File: src/rtl/i2c_chan_sel_pkg.sv
package i2c_chan_sel_pkg;
  localparam int BYTE_W = 8;
  localparam int ADDR_W = 7;

  typedef enum logic [2:0] {
    ST_IDLE,
    ST_ADDR,
    ST_ADDR_ACK,
    ST_WR,
    ST_WR_ACK,
    ST_RD,
    ST_RD_ACK,
    ST_IGNORE
  } state_e;
endpackage

File: src/rtl/i2c_chan_sel_sync.sv
module i2c_chan_sel_sync #(
  parameter int WIDTH  = 2,
  parameter int STAGES = 2
) (
  input  logic             clk_i,
  input  logic             rst_ni,
  input  logic [WIDTH-1:0] d_i,
  output logic [WIDTH-1:0] q_o
);
  logic [WIDTH-1:0] stg [STAGES];

  always_ff @(posedge clk_i or negedge rst_ni) begin
    if (!rst_ni) stg[0] <= '1;
    else         stg[0] <= d_i;
  end

  for (genvar s = 1; s < STAGES; s++) begin : g_stage
    always_ff @(posedge clk_i or negedge rst_ni) begin
      if (!rst_ni) stg[s] <= '1;
      else         stg[s] <= stg[s-1];
    end
  end

  assign q_o = stg[STAGES-1];
endmodule

File: src/rtl/i2c_chan_sel_cond.sv
module i2c_chan_sel_cond (
  input  logic clk_i,
  input  logic rst_ni,
  input  logic scl_i,
  input  logic sda_i,
  output logic scl_rise_o,
  output logic scl_fall_o,
  output logic start_o,
  output logic stop_o
);
  logic scl_q, sda_q;

  always_ff @(posedge clk_i or negedge rst_ni) begin
    if (!rst_ni) begin
      scl_q <= 1'b1;
      sda_q <= 1'b1;
    end else begin
      scl_q <= scl_i;
      sda_q <= sda_i;
    end
  end

  assign scl_rise_o = !scl_q && scl_i;
  assign scl_fall_o = scl_q && !scl_i;
  assign start_o    = scl_q && scl_i && sda_q && !sda_i;
  assign stop_o     = scl_q && scl_i && !sda_q && sda_i;
endmodule

File: src/rtl/i2c_chan_sel_regs.sv
module i2c_chan_sel_regs #(
  parameter int NUM_CH = 8
) (
  input  logic              clk_i,
  input  logic              rst_ni,
  input  logic              wr_i,
  input  logic [NUM_CH-1:0] wr_data_i,
  input  logic              stop_i,
  output logic [NUM_CH-1:0] chan_o
);
  logic [NUM_CH-1:0] pend_q;
  logic              pend_vld_q;

  always_ff @(posedge clk_i or negedge rst_ni) begin
    if (!rst_ni) begin
      pend_q     <= '0;
      pend_vld_q <= 1'b0;
      chan_o     <= '0;
    end else if (stop_i) begin
      if (pend_vld_q) chan_o <= pend_q;
      pend_vld_q <= 1'b0;
    end else if (wr_i) begin
      pend_q     <= wr_data_i;  // last byte wins
      pend_vld_q <= 1'b1;
    end
  end
endmodule

File: src/rtl/i2c_chan_sel_fsm.sv
module i2c_chan_sel_fsm
  import i2c_chan_sel_pkg::*;
#(
  parameter logic [ADDR_W-1:0] TGT_ADDR = 7'h70
) (
  input  logic              clk_i,
  input  logic              rst_ni,
  input  logic              scl_rise_i,
  input  logic              scl_fall_i,
  input  logic              sda_i,
  input  logic              start_i,
  input  logic              stop_i,
  input  logic [BYTE_W-1:0] rd_data_i,
  output logic              wr_o,
  output logic [BYTE_W-1:0] wr_data_o,
  output logic              sda_oe_o,
  output state_e            state_o
);
  localparam int CNT_W = $clog2(BYTE_W);
  localparam logic [CNT_W-1:0] LAST_BIT = CNT_W'(BYTE_W - 1);

  state_e            state_q;
  logic [CNT_W-1:0]  cnt_q;
  logic [BYTE_W-1:0] sh_q;
  logic [BYTE_W-1:0] tx_q;
  logic              rw_q;
  logic              flag_q;  // ack phase marker / controller ACK seen

  always_ff @(posedge clk_i or negedge rst_ni) begin
    if (!rst_ni) begin
      state_q   <= ST_IDLE;
      cnt_q     <= '0;
      sh_q      <= '0;
      tx_q      <= '0;
      rw_q      <= 1'b0;
      flag_q    <= 1'b0;
      sda_oe_o  <= 1'b0;
      wr_o      <= 1'b0;
      wr_data_o <= '0;
    end else begin
      wr_o <= 1'b0;
      if (start_i) begin
        state_q  <= ST_ADDR;
        cnt_q    <= '0;
        flag_q   <= 1'b0;
        sda_oe_o <= 1'b0;
      end else if (stop_i) begin
        state_q  <= ST_IDLE;
        sda_oe_o <= 1'b0;
      end else begin
        unique case (state_q)
          ST_ADDR: if (scl_rise_i) begin
            sh_q  <= {sh_q[BYTE_W-2:0], sda_i};
            cnt_q <= cnt_q + 1'b1;
            if (cnt_q == LAST_BIT) begin
              if (sh_q[ADDR_W-1:0] == TGT_ADDR) begin
                rw_q    <= sda_i;
                flag_q  <= 1'b0;
                state_q <= ST_ADDR_ACK;
              end else begin
                state_q <= ST_IGNORE;
              end
            end
          end
          ST_ADDR_ACK: if (scl_fall_i) begin
            if (!flag_q) begin
              sda_oe_o <= 1'b1;
              flag_q   <= 1'b1;
            end else begin
              flag_q <= 1'b0;
              cnt_q  <= '0;
              if (rw_q) begin
                state_q  <= ST_RD;
                tx_q     <= rd_data_i;
                sda_oe_o <= !rd_data_i[BYTE_W-1];
              end else begin
                state_q  <= ST_WR;
                sda_oe_o <= 1'b0;
              end
            end
          end
          ST_WR: if (scl_rise_i) begin
            sh_q  <= {sh_q[BYTE_W-2:0], sda_i};
            cnt_q <= cnt_q + 1'b1;
            if (cnt_q == LAST_BIT) begin
              wr_o      <= 1'b1;
              wr_data_o <= {sh_q[BYTE_W-2:0], sda_i};
              flag_q    <= 1'b0;
              state_q   <= ST_WR_ACK;
            end
          end
          ST_WR_ACK: if (scl_fall_i) begin
            if (!flag_q) begin
              sda_oe_o <= 1'b1;
              flag_q   <= 1'b1;
            end else begin
              sda_oe_o <= 1'b0;
              flag_q   <= 1'b0;
              cnt_q    <= '0;
              state_q  <= ST_WR;
            end
          end
          ST_RD: if (scl_fall_i) begin
            if (cnt_q == LAST_BIT) begin
              sda_oe_o <= 1'b0;
              flag_q   <= 1'b0;
              state_q  <= ST_RD_ACK;
            end else begin
              tx_q     <= {tx_q[BYTE_W-2:0], 1'b0};
              sda_oe_o <= !tx_q[BYTE_W-2];
              cnt_q    <= cnt_q + 1'b1;
            end
          end
          ST_RD_ACK: begin
            if (scl_rise_i) flag_q <= !sda_i;
            else if (scl_fall_i) begin
              if (flag_q) begin
                state_q  <= ST_RD;
                tx_q     <= rd_data_i;
                sda_oe_o <= !rd_data_i[BYTE_W-1];
                cnt_q    <= '0;
              end else begin
                state_q <= ST_IGNORE;
              end
            end
          end
          default: ;
        endcase
      end
    end
  end

  assign state_o = state_q;
endmodule

File: src/rtl/i2c_chan_sel.sv
module i2c_chan_sel
  import i2c_chan_sel_pkg::*;
#(
  parameter logic [ADDR_W-1:0] TGT_ADDR = 7'h70,
  parameter int                NUM_CH   = BYTE_W,
  parameter int                SYNC_LEN = 2
) (
  input  logic              clk_i,
  input  logic              rst_ni,
  input  logic              scl_i,
  input  logic              sda_i,
  output logic              sda_oe_o,
  output logic [NUM_CH-1:0] chan_en_o
);
  logic              scl_s, sda_s;
  logic              scl_rise, scl_fall, start_det, stop_det;
  logic              wr_stb;
  logic [BYTE_W-1:0] wr_byte;
  state_e            state;

  i2c_chan_sel_sync #(.WIDTH(2), .STAGES(SYNC_LEN)) u_sync (
    .clk_i (clk_i),
    .rst_ni(rst_ni),
    .d_i   ({scl_i, sda_i}),
    .q_o   ({scl_s, sda_s})
  );

  i2c_chan_sel_cond u_cond (
    .clk_i     (clk_i),
    .rst_ni    (rst_ni),
    .scl_i     (scl_s),
    .sda_i     (sda_s),
    .scl_rise_o(scl_rise),
    .scl_fall_o(scl_fall),
    .start_o   (start_det),
    .stop_o    (stop_det)
  );

  i2c_chan_sel_fsm #(.TGT_ADDR(TGT_ADDR)) u_fsm (
    .clk_i     (clk_i),
    .rst_ni    (rst_ni),
    .scl_rise_i(scl_rise),
    .scl_fall_i(scl_fall),
    .sda_i     (sda_s),
    .start_i   (start_det),
    .stop_i    (stop_det),
    .rd_data_i (chan_en_o),
    .wr_o      (wr_stb),
    .wr_data_o (wr_byte),
    .sda_oe_o  (sda_oe_o),
    .state_o   (state)
  );

  i2c_chan_sel_regs #(.NUM_CH(NUM_CH)) u_regs (
    .clk_i    (clk_i),
    .rst_ni   (rst_ni),
    .wr_i     (wr_stb),
    .wr_data_i(wr_byte),
    .stop_i   (stop_det),
    .chan_o   (chan_en_o)
  );
endmodule

File: config.mk
export PLATFORM = sky130hd
export DESIGN_NAME = i2c_chan_sel
export DESIGN_NICKNAME = d
export VERILOG_FILES = /design/src/rtl/i2c_chan_sel_pkg.sv /design/src/rtl/i2c_chan_sel_sync.sv /design/src/rtl/i2c_chan_sel_cond.sv /design/src/rtl/i2c_chan_sel_regs.sv /design/src/rtl/i2c_chan_sel_fsm.sv /design/src/rtl/i2c_chan_sel.sv
export SDC_FILE = /design/constraint.sdc
export NUM_CORES = 1
export LEC_CHECK = 0
export CAP_MARGIN = 20
export CORE_ASPECT_RATIO = 1.4
export CORE_MARGIN = 5
export CORE_UTILIZATION = 50
export DETAILED_ROUTE_END_ITERATION = 8
export DONT_BUFFER_PORTS = 1
export PLACE_DENSITY = 0.68
export SLEW_MARGIN = 20
export SYNTH_ARGS = -nofsm -noshare
export SYNTH_HDL_FRONTEND = slang
export SYNTH_HIERARCHICAL = 1
export SYNTH_SLANG_ARGS = --single-unit
export TNS_END_PERCENT = 50
File: constraint.sdc
create_clock -name clk_i -period 2.6 [get_ports clk_i]
set_input_delay 0.13 -clock clk_i [delete_from_list [all_inputs] [get_ports clk_i]]
set_output_delay 0.13 -clock clk_i [all_outputs]
set_load 0.05 [all_outputs]
Word-level counts from Yosys, hierarchy flattened:

Index checks and enable logic that the tools add are counted.

* bits in registers: 55
* bits of input ports: 4
* output and inout bits: 9
* logic and storage cells: 156

* add/sub/neg operators: 1
* equal/unequal tests: 40
* multiplexer cells: 66
* bitwise gates (word level): 2
* reductions and logical operators: 31

Operator list (count)
* 3-bit 2-to-1 mux: 24
* 7-bit 2-to-1 mux: 8
* 1-bit 2-to-1 mux: 28
* 4-bit inequality test, second input constant: 7
* 4-bit by 3-bit inequality test with 1-bit output, second input constant: 6
* 7-bit case mux with 3 select lines: 1
* 3-bit inequality test, second input constant: 6
* 3-bit case mux with 6 select lines: 1
* 13-bit AND reduction: 1
* 3-bit equality test, second input constant: 4
* 2-bit inequality test, second input constant: 6
* 3-bit case mux with 4 select lines: 1
* 6-bit AND reduction: 2
* 6-bit nonzero test: 2
* 11-bit AND reduction: 1
* 9-bit AND reduction: 1
* 8-bit nonzero test: 1
* 7-bit equality test, second input constant: 1
* 1-bit logical AND: 7
* 7-bit AND reduction: 1
* 3-bit by 2-bit equality test with 1-bit output, second input constant: 2
* 1-bit zero test: 6
* 2-bit by 1-bit inequality test with 1-bit output, second input constant: 3
* 3-bit by 1-bit inequality test with 1-bit output, second input constant: 2
* other kinds (14): 18

Depth between registers and ports, before layout:

Gate-level depths: netlist (run 1).

* depth after elaboration: 7
* mapped depth: 8
* gate-level depth less buffers: 7

Cells and area by module:

Netlist (run 1), hierarchy kept.

By module, submodules not included
* i2c_chan_sel_fsm: instances 1, cells each 180, area each 1873.0 um^2, seq. area each 800.8 um^2
* i2c_chan_sel_regs: instances 1, cells each 38, area each 669.4 um^2, seq. area each 425.4 um^2
* i2c_chan_sel_sync: instances 1, cells each 6, area each 120.1 um^2, seq. area each 105.1 um^2
* i2c_chan_sel_cond: instances 1, cells each 6, area each 85.1 um^2, seq. area each 52.6 um^2

Worst setup path before layout (run 1):

OpenSTA, ideal clock, no wires.

* path type: reg2reg
* start point: register u_sync.stg (netlist bit u_sync/q_o[1])
* end point: register u_fsm.wr_data_o[0]
* library setup time: 0.125 ns
* data arrival time: 1.908 ns
* data required time: 2.475 ns
* setup slack: 0.567 ns
* stages on the path, launching flop included: 7
* path buffers: 1
* period minus slack after synthesis: 2.033 ns
* cell sequence: dfstp_2 buf_4 nor2b_1 nand2b_1 nor3_4 nand3_2 mux2_2

* elaborated cells between the ends (all ways): 9
* classes of those cells: bitwise (2); reduce/logical (7)

RTL lines
* from (decl): RTL line i2c_chan_sel_sync.sv:10 `logic [WIDTH-1:0] stg [STAGES];`
* from (signal, indexed assignment): RTL line i2c_chan_sel_sync.sv:20 `else stg[s] <= stg[s-1];`
* 1-bit logical AND: RTL line i2c_chan_sel_cond.sv:23 `assign scl_rise_o = !scl_q && scl_i;`
* named net scl_rise: RTL line i2c_chan_sel.sv:16 `logic scl_rise, scl_fall, start_det, stop_det;`
* 5-bit AND reduction (no source line)
* to (signal assigned): RTL line i2c_chan_sel_fsm.sv:87 `wr_data_o <= {sh_q[BYTE_W-2:0], sda_i};`
* to (decl): RTL line i2c_chan_sel_fsm.sv:15 `output logic [BYTE_W-1:0] wr_data_o,`

The timed path passes the listed nets, and every way through them passes these cells.
A chain may end at the register's enable or synchronous reset.

Worst setup path after layout (run 1):

* start point: register u_sync.stg (netlist bit u_sync/q_o[0])
* end point: register u_fsm.tx_q[3]

* word-level cells in the longest chain between the ends: 4
* elaborated cells between the ends (all ways): 6
* classes of those cells: bitwise (2); reduce/logical (4)

Ends and longest elaborated chain
* 1-bit zero test: RTL line i2c_chan_sel_cond.sv:25 `assign start_o = scl_q && scl_i && sda_q && !sda_i;`
* 1-bit logical AND: RTL line i2c_chan_sel_cond.sv:25
* named net start_det: RTL line i2c_chan_sel.sv:16
* 1-bit NOT (no source line)
* 11-bit AND reduction (no source line)
* to (signal assigned): RTL line i2c_chan_sel_fsm.sv:74 `tx_q <= rd_data_i;`
* to (signal assigned): RTL line i2c_chan_sel_fsm.sv:109 `tx_q <= {tx_q[BYTE_W-2:0], 1'b0};`
* to (signal assigned): RTL line i2c_chan_sel_fsm.sv:119 `tx_q <= rd_data_i;`
* to (decl): RTL line i2c_chan_sel_fsm.sv:25 `logic [BYTE_W-1:0] tx_q;`

The timed path passes the listed nets, and every way through them passes these cells.

==> results of run 1 <==
-- how the worst min path moves through the flow --
stage                                               to  slack (ps)  depth (start not counted)
after floorplan             u_fsm/cnt_q[0]$_DFFE_PN0P_        -170                          0
after global placement    u_regs/chan_o[0]$_DFFE_PN0P_        -160                          0
after CTS                    u_fsm/sh_q[3]$_DFFE_PN0P_         350                          2
final                     u_regs/chan_o[0]$_DFFE_PN0P_         340                          2
after detailed placement  u_regs/chan_o[1]$_DFFE_PN0P_        -160                          0
after global routing      u_regs/pend_q[1]$_DFFE_PN0P_         350                          2
-- flip-flops by register name, indices dropped and copies added (netlist names) --
name,flops
u_cond/scl_q,1
u_fsm/flag_q,1
u_regs/pend_q,8
u_sync/stg,2
u_regs/pend_vld_q,1
u_fsm/state_o,3
u_cond/sda_q,1
u_sync/q_o,2
u_fsm/tx_q,7
u_fsm/sda_oe_o,1
u_fsm/rw_q,1
u_fsm/cnt_q,3
u_fsm/sh_q,7
u_fsm/wr_o,1
u_regs/chan_o,8
u_fsm/wr_data_o,8
-- layer usage --
metal	vias to the layer above	share of wire [%]	track usage (%)
met4	0	2.2	6.108
met2	52	51	25.52
met1	870	43	20.98
met5	-	0	0
met3	12	3.8	2.588
li1	826	-	-
-- critical path, delay by kind of cell (launching register included) --
family	cells	cell delay, ps
simple gates	2	610
mux	1	330
compound gates	2	610
flops	1	600
-- stage by stage --
step | hold WS, ps | cell area, um2 | util [%] | setup slack [ps]
6_report | 335.2 | 2962 | 54.39 | 325.7
5_1_grt | 351.9 | 2962 | 54.39 | 230.4
4_1_cts | 349.9 | 2962 | 54.39 | 359.9
3_5_place_dp | -164.0 | 2771 | 50.90 | 384.3
3_3_place_gp | -164.4 | 2771 | 50.90 | 451.8
2_1_floorplan | -165.6 | 2748 | - | 567.2
-- area by class of cell --
class | instances | area (um2)
repair buffers | 9 | 95.09
well taps | 68 | 85.08
fillers | 492 | 2484
flip-flops and latches | 55 | 1384
inverters | 8 | 30.03
clock inverters | 2 | 60.06
multi-input cells | 152 | 1235
clock buffers | 6 | 72.57
-- synthesized netlist by cell type, drive strengths merged --
| cell type | count |
|---|---|
| o32a | 1 |
| o22ai | 1 |
| buf | 13 |
| o31a | 1 |
| nor3 | 5 |
| o22a | 1 |
| nand3b | 2 |
| a22oi | 1 |
| a211o | 1 |
| a21oi | 7 |
| a21o | 1 |
| nand4 | 1 |
| nand3 | 3 |
| inv | 8 |
| nand2 | 12 |
| nand2b | 8 |
| o21a | 1 |
| clkbuf | 2 |
| dfstp | 6 |
| o211ai | 3 |
| nor2 | 17 |
| nand4b | 1 |
| a32o | 1 |
| o311ai | 3 |
| nand4bb | 1 |
| o31ai | 3 |
| mux2i | 4 |
| a211oi | 1 |
| o21ai | 7 |
| a2111o | 1 |
| and2 | 1 |
| a221oi | 1 |
| dfrtp | 49 |
| ha | 2 |
| mux2 | 44 |
| or4 | 1 |
| nor2b | 8 |
| and4b | 3 |
| a221o | 1 |
| a31oi | 3 |
-- power breakdown --
part | switching, W | internal [W] | leakage [nW] | total, W
Combinational | 0.000406 | 0.000377 | 0.602 | 0.000784
Clock | 0.000251 | 0.000384 | 0.0654 | 0.000636
Sequential | 0.000220 | 0.000970 | 0.728 | 0.00119
Total | 0.000877 | 0.00173 | 1.39 | 0.00261
-- layout by cell type, fill, tap and decap left out, types with 3 or more instances in the layout --
cell	synthesis	final
o311ai_0	3	3
nand2b_1	8	8
nor3_1	4	4
and4b_1	3	3
buf_4	3	5
nor2_1	17	17
dlygate4sd3_1	0	3
a31oi_1	3	3
a21oi_1	7	7
mux2i_1	4	4
o21ai_0	7	7
o211ai_1	3	3
clkbuf_8	0	5
dfrtp_1	49	49
dfstp_2	6	6
nor2b_1	6	6
o31ai_1	3	3
mux2_2	36	36
nand2_1	11	11
mux2_4	8	8
inv_1	8	8
-- repair_timing --
action,in CTS,in global routing
hold buffers,4,0
endpoints found under the hold margin,57,0
setup buffers,0,0
-- cell families after synthesis --
logic type | count (synthesis)
adder cells (fa/ha/maj) | 2
multiplexers | 48
buffers and inverters | 23
AO/OA/AOI/OAI | 39
AND/OR/NAND/NOR | 63
flip-flops | 55
==> impl_metrics.sql, run 1 <==
INSERT INTO impl_metrics (metric_group, metric, value, unit) VALUES
('timing', 'finalMaxSlewViolations', '0', ''),
('finish', 'instances_no_fill', '300', ''),
('worst_setup_path', 'critical_path_arrival', '2460', 'ps'),
('synthesis', 'netlist.area_leader.share', '44.63', '%'),
('clocking', 'cts_made_buffers', '5', ''),
('synthesis', 'synth.area.mux_share', '20.58', '%'),
('synthesis', 'ys_seq_elements', '55', ''),
('synthesis', 'mappedNetlistNets', '236', ''),
('worst_setup_path', 'critical_path_class', 'register to register', ''),
('worst_setup_path', 'cp-endpoint', 'u_fsm/tx_q[3]$_DFFE_PN0P_', ''),
('synthesis', 'synthesis.area_per_instance', '11.95', 'um2'),
('place', 'number_of_placed_cells_counting_well_taps', '288', ''),
('worst_setup_path', 'critical_path.max_fanout', '12', ''),
('synthesis', 'ys_warn_count', '6', ''),
('worst_setup_path', 'critical_path.endpoint_type', 'register', ''),
('clocking', 'cts.htree.levels', '2', ''),
('place', 'finalWeightedCongestion', '0.9552', ''),
('clocking', 'cts.repair.resized', '0', ''),
('timing', 'finalHoldViolCount', '0', ''),
('place', 'port_buffers', '0', ''),
('clocking', 'cts_tree', 'yes', ''),
('clocking', 'clockRootBuffer', 'clkbuf_8', ''),
('synthesis', 'post_synth_xor_area_fraction', '0', '%'),
('synthesis', 'synth_compound_area_share', '9.973', '%'),
('power', 'worst_ir_drop_vdd', '0.6638', 'mV'),
('min_path', 'worst_hold_path_type', 'input pin to asynchronous set/reset pin', ''),
('floorplanning', 'design.die.area', '0.007099', 'mm2'),
('timing', 'setup_violations', '0', ''),
('floorplanning', 'ioPinCount', '13', ''),
('global_route', 'grt_antenna_before_repair', '0', ''),
('floorplanning', 'core-area', '0.005445', 'mm2'),
('global_route', 'gr-total-overflow', '0', ''),
('synthesis', 'post_synth_inst_count', '230', ''),
('worst_setup_path', 'cp_slowest_stage_delay', '600', 'ps'),
('synthesis', 'ys_types', '48', ''),
('worst_setup_path', 'critical_path.startpoint_type', 'register', ''),
('synthesis', 'synth.cell_area', '0.002748', 'mm2'),
('synthesis', 'synth_fa_ha_area_share', '0.9107', '%'),
('floorplanning', 'floorplan.initialDensity', '50.46', '%'),
('clocking', 'clock_latency', '300', 'ps'),
('route', 'detail_route.first_pass.iterations', '4', ''),
('worst_setup_path', 'worstRegToRegCells', '5', ''),
('timing', 'timing.slew.headroom', '58.22', '%'),
('timing', 'fin_skew', '3.372', 'ps'),
('floorplanning', 'die_x', '72.65', 'um'),
('worst_setup_path', 'reg2reg_slack', '330', 'ps'),
('floorplanning', 'placementRows', '32', ''),
('global_route', 'grt_pass1_wl', '8928', 'um'),
('route', 'wl_per_cell', '17.19', 'um'),
('global_route', 'grt_util_all_layers', '15.80', '%'),
('finish', 'area_growth_syn_to_layout', '7.787', '%'),
('finish', 'nets', '237', ''),
('worst_setup_path', 'crit_chain', 'and4b_1 -> nor2_1 -> o31ai_1 -> a2111o_1 -> mux2_2', ''),
('timing', 'min_period', '2274', 'ps'),
('run', 'drv_cap', '0', ''),
('floorplanning', 'die-height', '97.71', 'um'),
('route', 'drt-initial-drc-count', '236', ''),
('worst_setup_path', 'worstPathRequired', '2790', 'ps'),
('worst_setup_path', 'slowest_stage', 'dfstp_2', ''),
('power', 'total_power', '0.002608', 'W'),
('run_status', 'run_status', 'complete, no violations', ''),
('power', 'static-leakage-power', '1.395', 'nW'),
('route', 'dr_total_vias', '1760', ''),
('route', 'number_of_vias_per_cell_after_detailed_routing', '5.867', ''),
('clocking', 'clock-sinks', '55', ''),
('timing', 'fmax', '439.7', 'MHz'),
('timing', 'worstMarginPinSlew', '626.7', 'ps'),
('timing', 'rsz0062_at_grt', 'false', ''),
('clocking', 'cts_buffer_depth', '2', ''),
('worst_setup_path', 'worst_r2r_startpoint', 'u_sync/q_o[0]$_DFF_PN1_', ''),
('finish', 'post_route_cells_drive_above_1_share', '30.17', '%');
(Power assumes the default switching activity.)
==> run 2: changes to the inputs <==
--- a/config.mk
+++ b/config.mk
@@ -9,6 +9,7 @@
 export CORE_ASPECT_RATIO = 1.4
 export CORE_MARGIN = 5
 export CORE_UTILIZATION = 50
+export CTS_BUF_LIST = sky130_fd_sc_hd__clkbuf_8
 export DETAILED_ROUTE_END_ITERATION = 8
 export DONT_BUFFER_PORTS = 1
 export PLACE_DENSITY = 0.68
==> run 2 against run 1 <==
Against the previous run:
- sequential power about the same
- combinational power about the same
- via count about the same
- clock skew increased by 0.88 ps
- highest routed layer unchanged
==> impl_metrics.sql, run 2 (synthesis gave the netlist of run 1 again) <==
INSERT INTO impl_metrics (metric_group, metric, value, unit) VALUES
('run_status', 'run_status', 'complete, no violations', ''),
('route', 'number_of_vias_per_cell_after_detailed_routing', '5.863', ''),
('timing', 'fin_skew', '4.255', 'ps'),
('timing', 'min_period', '2278', 'ps'),
('global_route', 'grt_max_degree', '56', ''),
('route', 'met2RoutedLength', '2601', 'um'),
('finish', 'post_route_cells_drive_above_1_share', '30.17', '%'),
('timing', 'timing.slew.headroom', '57.45', '%'),
('floorplanning', 'die-height', '97.71', 'um'),
('worst_setup_path', 'crit_family', 'simple AND/OR/NAND/NOR gates', ''),
('clocking', 'cts.htree.levels', '2', ''),
('timing', 'finalMaxSlewViolations', '0', ''),
('timing', 'worstMarginPinSlew', '635.4', 'ps'),
('floorplanning', 'floorplan.initialDensity', '50.46', '%'),
('global_route', 'grt_pass1_wl', '8928', 'um'),
('finish', 'nets', '237', ''),
('clocking', 'clock_latency', '300', 'ps'),
('place', 'finalWeightedCongestion', '0.9552', ''),
('route', 'drc_errors', '0', ''),
('global_route', 'grt_util_all_layers', '15.80', '%'),
('floorplanning', 'die_x', '72.65', 'um'),
('finish', 'antennaDiodeCount', '0', ''),
('place', 'hpwl', '3547', 'um'),
('clocking', 'cts.hold.buffers_added', '4', ''),
('route', 'routed-wl-met3', '200', 'um'),
('finish', 'mostFrequentLayoutCell', 'dfrtp_1', ''),
('worst_setup_path', 'critical_path.max_fanout', '12', ''),
('worst_setup_path', 'crit_chain', 'and4b_1 -> nor2_1 -> o31ai_1 -> a2111o_1 -> mux2_2', ''),
('place', 'port_buffers', '0', ''),
('power', 'worst_ir_drop_vdd', '0.6653', 'mV'),
('floorplanning', 'core-area', '0.005445', 'mm2'),
('route', 'dr.max_layer_used', 'met4', ''),
('clocking', 'cts.repair_timing.setup_buffer_count', '0', ''),
('timing', 'fmax', '439.0', 'MHz'),
('clocking', 'clock-sinks', '55', ''),
('finish', 'reg.largest.list', 'u_fsm/wr_data_o x8, u_regs/chan_o x8, u_regs/pend_q x8', ''),
('floorplanning', 'placementRows', '32', ''),
('clocking', 'cts.repair.resized', '0', ''),
('route', 'dr_total_vias', '1759', ''),
('timing', 'setup_violations', '0', ''),
('route', 'wl_per_cell', '17.17', 'um'),
('clocking', 'cts_made_buffers', '5', ''),
('timing', 'finalHoldViolCount', '0', ''),
('worst_setup_path', 'worstPathRequired', '2790', 'ps'),
('worst_setup_path', 'critical_path_arrival', '2460', 'ps'),
('run', 'drv_cap', '0', ''),
('route', 'detail_route.first_pass.iterations', '4', ''),
('route', 'wl_met1', '2220', 'um'),
('timing', 'setup_slack', '321.9', 'ps'),
('global_route', 'via_count_of_the_first_global_routing_pass', '1795', ''),
('finish', 'area_growth_syn_to_layout', '7.787', '%'),
('route', 'wl', '5152', 'um'),
('global_route', 'grt_antenna_before_repair', '0', ''),
('timing', 'tns', '0', 'ps'),
('worst_setup_path', 'critical_path.endpoint_type', 'register', ''),
('route', 'drt-initial-drc-count', '234', ''),
('finish', 'final_cell_mix', 'dfrtp_1, mux2_2, nor2_1, nand2_1, inv_1', ''),
('timing', 'timing.final.crit_share', '87.62', '%'),
('worst_setup_path', 'slowest_stage', 'dfstp_2', ''),
('timing', 'rsz0062_at_grt', 'false', ''),
('global_route', 'gr-total-overflow', '0', ''),
('clocking', 'cts_tree', 'yes', ''),
('clocking', 'clockRootBuffer', 'clkbuf_8', ''),
('min_path', 'worst_hold_path_type', 'input pin to asynchronous set/reset pin', ''),
('worst_setup_path', 'critical_path.startpoint_type', 'register', ''),
('clocking', 'worst_setup_hold_path_clk_slew', '90', 'ps'),
('route', 'ant_nets', '0', ''),
('floorplanning', 'design.die.area', '0.007099', 'mm2'),
('power', 'power.density_cell_area', '878.9', 'mW/mm2'),
('clocking', 'cts_buffer_depth', '2', ''),
('place', 'post-place-ws', '384.3', 'ps'),
('worst_setup_path', 'cp.buffers_inverters', '0', ''),
('worst_setup_path', 'critical_path_class', 'register to register', ''),
('worst_setup_path', 'cp_slowest_stage_delay', '610', 'ps'),
('floorplanning', 'ioPinCount', '13', ''),
('power', 'static-leakage-power', '1.399', 'nW');
-- run 2: changes by cell type in the layout (fill, tap and decap cells not counted) --
cell and change:
inv_1 +1, clkbuf_1 -1
-- run 2: worst paths after layout --
| kind | start | to | slack (ps) | depth (start not counted) |
|---|---|---|---|---|
| max in group asynchronous | rst_ni | u_cond/sda_q$_DFF_PN1_ | 1990 | 2 |
| setup / recovery | u_sync/q_o[0]$_DFF_PN1_ | u_fsm/tx_q[3]$_DFFE_PN0P_ | 320 | 5 |
| min in group clk_i | u_sync/stg[3]$_DFF_PN1_ | u_sync/q_o[1]$_DFF_PN1_ | 360 | 0 |
| hold / removal | rst_ni | u_regs/chan_o[0]$_DFFE_PN0P_ | 340 | 2 |
| setup reg to reg | u_sync/q_o[0]$_DFF_PN1_ | u_fsm/tx_q[3]$_DFFE_PN0P_ | 320 | 5 |
| hold reg to reg | u_sync/stg[3]$_DFF_PN1_ | u_sync/q_o[1]$_DFF_PN1_ | 360 | 0 |
-- run 2: metal layers --
layer / track usage (%) / up-vias
met4: 6.108 / 0
li1: - / 826
met1: 20.98 / 870
met3: 2.588 / 11
met5: 0 / -
met2: 25.52 / 52
-- run 2: area by class of cell --
cell class | instances | area [um2]
clock inverters | 3 | 63.81
inverters | 8 | 30.03
well taps | 68 | 85.08
repair buffers | 9 | 95.09
fillers | 492 | 2484
clock buffers | 5 | 68.82
multi-input cells | 152 | 1235
flip-flops and latches | 55 | 1384
-- run 2: power by group --
part	switching (W)	total [W]	internal, W
sequential	0.000219	0.00119	0.000970
combinational	0.000405	0.000782	0.000377
clock	0.000252	0.000633	0.000381
total	0.000875	0.00260	0.00173
-- run 2: worst reg2reg max path, stage by stage, from the launching register on --
cell and delay (ps):
dfstp_2 610, and4b_1 340, nor2_1 270, o31ai_1 150, a2111o_1 460, mux2_2 340
-- run 2: per-stage QoR --
step | util [%] | power, W | instance area (um2) | std cells | hold WS [ps]
detailed placement | 50.90 | 0.001951 | 2771 | 288 | -164.0
floorplan | - | 0.001812 | 2748 | 230 | -165.6
global route | 54.39 | 0.002774 | 2962 | 300 | 351.4
finish | 54.39 | 0.002603 | 2962 | 300 | 336.0
CTS | 54.39 | 0.002615 | 2962 | 300 | 349.9
global placement | 50.90 | 0.001944 | 2771 | 288 | -164.4
==> run 3: changes to the inputs <==
--- a/config.mk
+++ b/config.mk
@@ -5,14 +5,14 @@
 export SDC_FILE = /design/constraint.sdc
 export NUM_CORES = 1
 export LEC_CHECK = 0
-export CAP_MARGIN = 20
+export CAP_MARGIN = 0
 export CORE_ASPECT_RATIO = 1.4
 export CORE_MARGIN = 5
 export CORE_UTILIZATION = 50
 export CTS_BUF_LIST = sky130_fd_sc_hd__clkbuf_8
 export DETAILED_ROUTE_END_ITERATION = 8
 export DONT_BUFFER_PORTS = 1
-export PLACE_DENSITY = 0.68
+export PLACE_DENSITY = 0.71
 export SLEW_MARGIN = 20
 export SYNTH_ARGS = -nofsm -noshare
 export SYNTH_HDL_FRONTEND = slang
==> constraint.sdc (replaced) <==
create_clock -name clk_i -period 1.9 [get_ports clk_i]
set_input_delay 0.19 -clock clk_i [delete_from_list [all_inputs] [get_ports clk_i]]
set_output_delay 0.19 -clock clk_i [all_outputs]
set_load 0.05 [all_outputs]
==> run 3 against run 2 <==
Against the previous run:
- final area up 13%
- non-clock buffer count increased by 38
- via count rose by 8.1%
- hold slack improved by 25 ps
- sequential share of layout area fell by 5.2 points
- register-to-register slack got worse by 390 ps
- the run now ends with negative setup slack left
- final cell count rose by 13%
==> impl_metrics.sql, run 3 (synthesis gave the netlist of run 1 again) <==
INSERT INTO impl_metrics (metric_group, metric, value, unit) VALUES
('place', 'hpwl', '4112', 'um'),
('finish', 'post-route-cell-area', '0.003338', 'mm2'),
('worst_setup_path', 'worst_r2r_startpoint', 'u_cond/scl_q$_DFF_PN1_', ''),
('route', 'detail_route.first_pass.iterations', '4', ''),
('timing', 'finalHoldViolCount', '0', ''),
('min_path', 'worst_hold_path_type', 'register to register', ''),
('power', 'seqPwrFrac', '40.0', '%'),
('min_path', 'hold_path_cells', '0', ''),
('timing', 'timing.slew.headroom', '63.21', '%'),
('finish', 'antennaDiodeCount', '0', ''),
('route', 'wl_per_cell', '16.91', 'um'),
('finish', 'nets', '275', ''),
('route', 'wl_met1', '2480', 'um'),
('timing', 'fin_skew', '3.141', 'ps'),
('floorplanning', 'ioPinCount', '13', ''),
('route', 'dr.max_layer_used', 'met4', ''),
('run_status', 'run_status', 'finished with violations', ''),
('finish', 'area_growth_syn_to_layout', '21.49', '%'),
('timing', 'rsz0062_at_grt', 'true', ''),
('floorplanning', 'placementRows', '32', ''),
('power', 'clock_power_share', '17.0', '%'),
('global_route', 'grt_pass1_wl', '9632', 'um'),
('route', 'drc_errors', '0', ''),
('floorplanning', 'die_x', '72.65', 'um'),
('clocking', 'cts_buffer_depth', '2', ''),
('global_route', 'via_count_of_the_first_global_routing_pass', '1925', ''),
('clocking', 'cts_made_buffers', '5', ''),
('timing', 'timing.final.crit_share', '103.4', '%'),
('timing', 'setup_violations', '6', ''),
('route', 'routed-wl-met3', '144', 'um'),
('finish', 'mostFrequentLayoutCell', 'dfrtp_1', ''),
('worst_setup_path', 'slowest_stage', 'a2111o_2', ''),
('worst_setup_path', 'cpMostUsedCell', 'buf_6', ''),
('power', 'static-leakage-power', '1.604', 'nW'),
('power', 'power.density_cell_area', '1158', 'mW/mm2'),
('clocking', 'clock_latency', '310', 'ps'),
('route', 'dr_total_vias', '1902', ''),
('clocking', 'clockRootBuffer', 'clkbuf_8', ''),
('timing', 'setup_slack', '-65.29', 'ps'),
('global_route', 'grt_max_degree', '56', ''),
('finish', 'reg.largest.list', 'u_fsm/wr_data_o x8, u_regs/chan_o x8, u_regs/pend_q x8', ''),
('route', 'number_of_vias_per_cell_after_detailed_routing', '5.627', ''),
('global_route', 'grt_antenna_before_repair', '0', ''),
('global_route', 'grt_util_all_layers', '17.41', '%'),
('place', 'placed_cell_area', '0.003008', 'mm2'),
('clocking', 'cts_tree', 'yes', ''),
('finish', 'final_cell_mix', 'dfrtp_1, buf_4, mux2_2, nor2_1, mux2_4', ''),
('run', 'drv_cap', '0', ''),
('clocking', 'worst_setup_hold_path_clk_slew', '100', 'ps'),
('min_path', 'min-delay-start', 'u_sync/stg[3]$_DFF_PN1_', ''),
('floorplanning', 'die-height', '97.71', 'um'),
('route', 'met2RoutedLength', '2924', 'um'),
('finish', 'instances_no_fill', '338', ''),
('place', 'port_buffers', '0', ''),
('worst_setup_path', 'worstRegToRegCells', '7', ''),
('floorplanning', 'core-area', '0.005445', 'mm2'),
('power', 'total_power', '0.003867', 'W'),
('worst_setup_path', 'cp_slowest_stage_delay', '590', 'ps'),
('timing', 'min_period', '1965', 'ps'),
('route', 'wl', '5715', 'um'),
('worst_setup_path', 'crit_start', 'u_cond/scl_q$_DFF_PN1_', ''),
('timing', 'fmax', '508.8', 'MHz'),
('power', 'power_switching_share', '36.68', '%'),
('finish', 'post_route_cells_drive_above_1_share', '47.41', '%'),
('finish', 'layout.core_utilization', '61.31', '%'),
('floorplanning', 'design.die.area', '0.007099', 'mm2'),
('run_status', 'violations', 'negative setup slack', ''),
('power', 'pwr-share-comb', '42.9', '%'),
('finish', 'count_of_fill_cells_added_during_filler_insertion', '460', ''),
('power', 'p_switching', '0.001418', 'W'),
('timing', 'worstMarginPinSlew', '551.8', 'ps'),
('route', 'ant_nets', '0', ''),
('clocking', 'cts.htree.levels', '2', ''),
('route', 'drt-initial-drc-count', '125', ''),
('timing', 'finalMaxSlewViolations', '0', ''),
('place', 'finalWeightedCongestion', '0.9875', ''),
('place', 'number_of_placed_cells_counting_well_taps', '318', ''),
('worst_setup_path', 'critical_path_class', 'register to register', ''),
('worst_setup_path', 'worstPathRequired', '2100', 'ps'),
('power', 'internal-power', '0.002449', 'W'),
('floorplanning', 'floorplan.initialDensity', '50.46', '%'),
('global_route', 'gr-total-overflow', '0', ''),
('worst_setup_path', 'crit_chain', 'buf_6 -> nor2b_4 -> buf_6 -> nand2_4 -> o31ai_4 -> a2111o_2 -> mux2_4', ''),
('worst_setup_path', 'critical_path.startpoint_type', 'register', ''),
('worst_setup_path', 'critical_path_arrival', '2170', 'ps'),
('worst_setup_path', 'critical_path.max_fanout', '7', ''),
('worst_setup_path', 'critical_path.endpoint_type', 'register', ''),
('power', 'worst_ir_drop_vdd', '0.7781', 'mV'),
('clocking', 'clock-sinks', '55', '');
-- run 3: final timing paths --
| kind | endpoint | slack [ps] |
|---|---|---|
| setup / recovery | u_fsm/tx_q[5]$_DFFE_PN0P_ | -70 |
| hold / removal | u_sync/q_o[1]$_DFF_PN1_ | 360 |
| setup reg to reg | u_fsm/tx_q[5]$_DFFE_PN0P_ | -70 |
| hold reg to reg | u_sync/q_o[1]$_DFF_PN1_ | 360 |
| max in group asynchronous | u_sync/q_o[0]$_DFF_PN1_ | 1230 |
| min in group asynchronous | u_regs/chan_o[3]$_DFFE_PN0P_ | 390 |
-- run 3: power groups by stage --
stage	Combinational [W]	Clock, W	Sequential (W)
4_1_cts	0.00149	0.000688	0.00154
3_5_place_dp	0.00142	0	0.00157
3_3_place_gp	0.00141	0	0.00156
6_report	0.00166	0.000659	0.00155
5_1_grt	0.00181	0.000744	0.00158
2_1_floorplan	0.00102	0	0.00147
-- run 3: critical path, delay by kind of cell (launching register included) --
kind | cells | cell delay, ps
AND/OR/NAND/NOR | 2 | 110
multiplexers | 1 | 330
flip-flops | 1 | 550
buffers and inverters | 2 | 220
AO/OA/AOI/OAI | 2 | 660
-- run 3: metrics by stage --
stage | TNS [ps] | setup slack [ps] | hold WS [ps]
after floorplan | -415.2 | -28.53 | -105.6
after global placement | -770.1 | -76.40 | -104.0
after detailed placement | -499.1 | -59.14 | -104.0
after CTS | 0 | 0.7312 | 362.1
after global routing | -1402 | -99.61 | 370.6
final | -271.5 | -65.29 | 361.3
-- run 3: final cells by class --
class                           instances  area (um2)  area share, %
Timing Repair Buffer                   47       395.4          11.84
Tap cell                               68       85.08          2.549
Inverter                                8       30.03         0.8996
Clock buffer                            5       68.82          2.061
Sequential cell                        55        1386          41.53
Multi-Input combinational cell        152        1349          40.40
Clock inverter                          3       23.77         0.7121
-- run 3: timing repair --
item / CTS / global route
endpoints found under the setup margin: 16 / 38
buffers inserted: 2 / 6
pin swaps: 4 / 5
hold endpoints to repair: 57 / 0
hold buffers: 4 / 0
gates resized for setup: 7 / 29
-- run 3: per-layer routing --
metal | vias to the layer above | global-route usage, %
met5 | - | 0
met2 | 31 | 28.23
met4 | 0 | 8.097
met3 | 12 | 3.002
met1 | 951 | 22.30
li1 | 908 | -
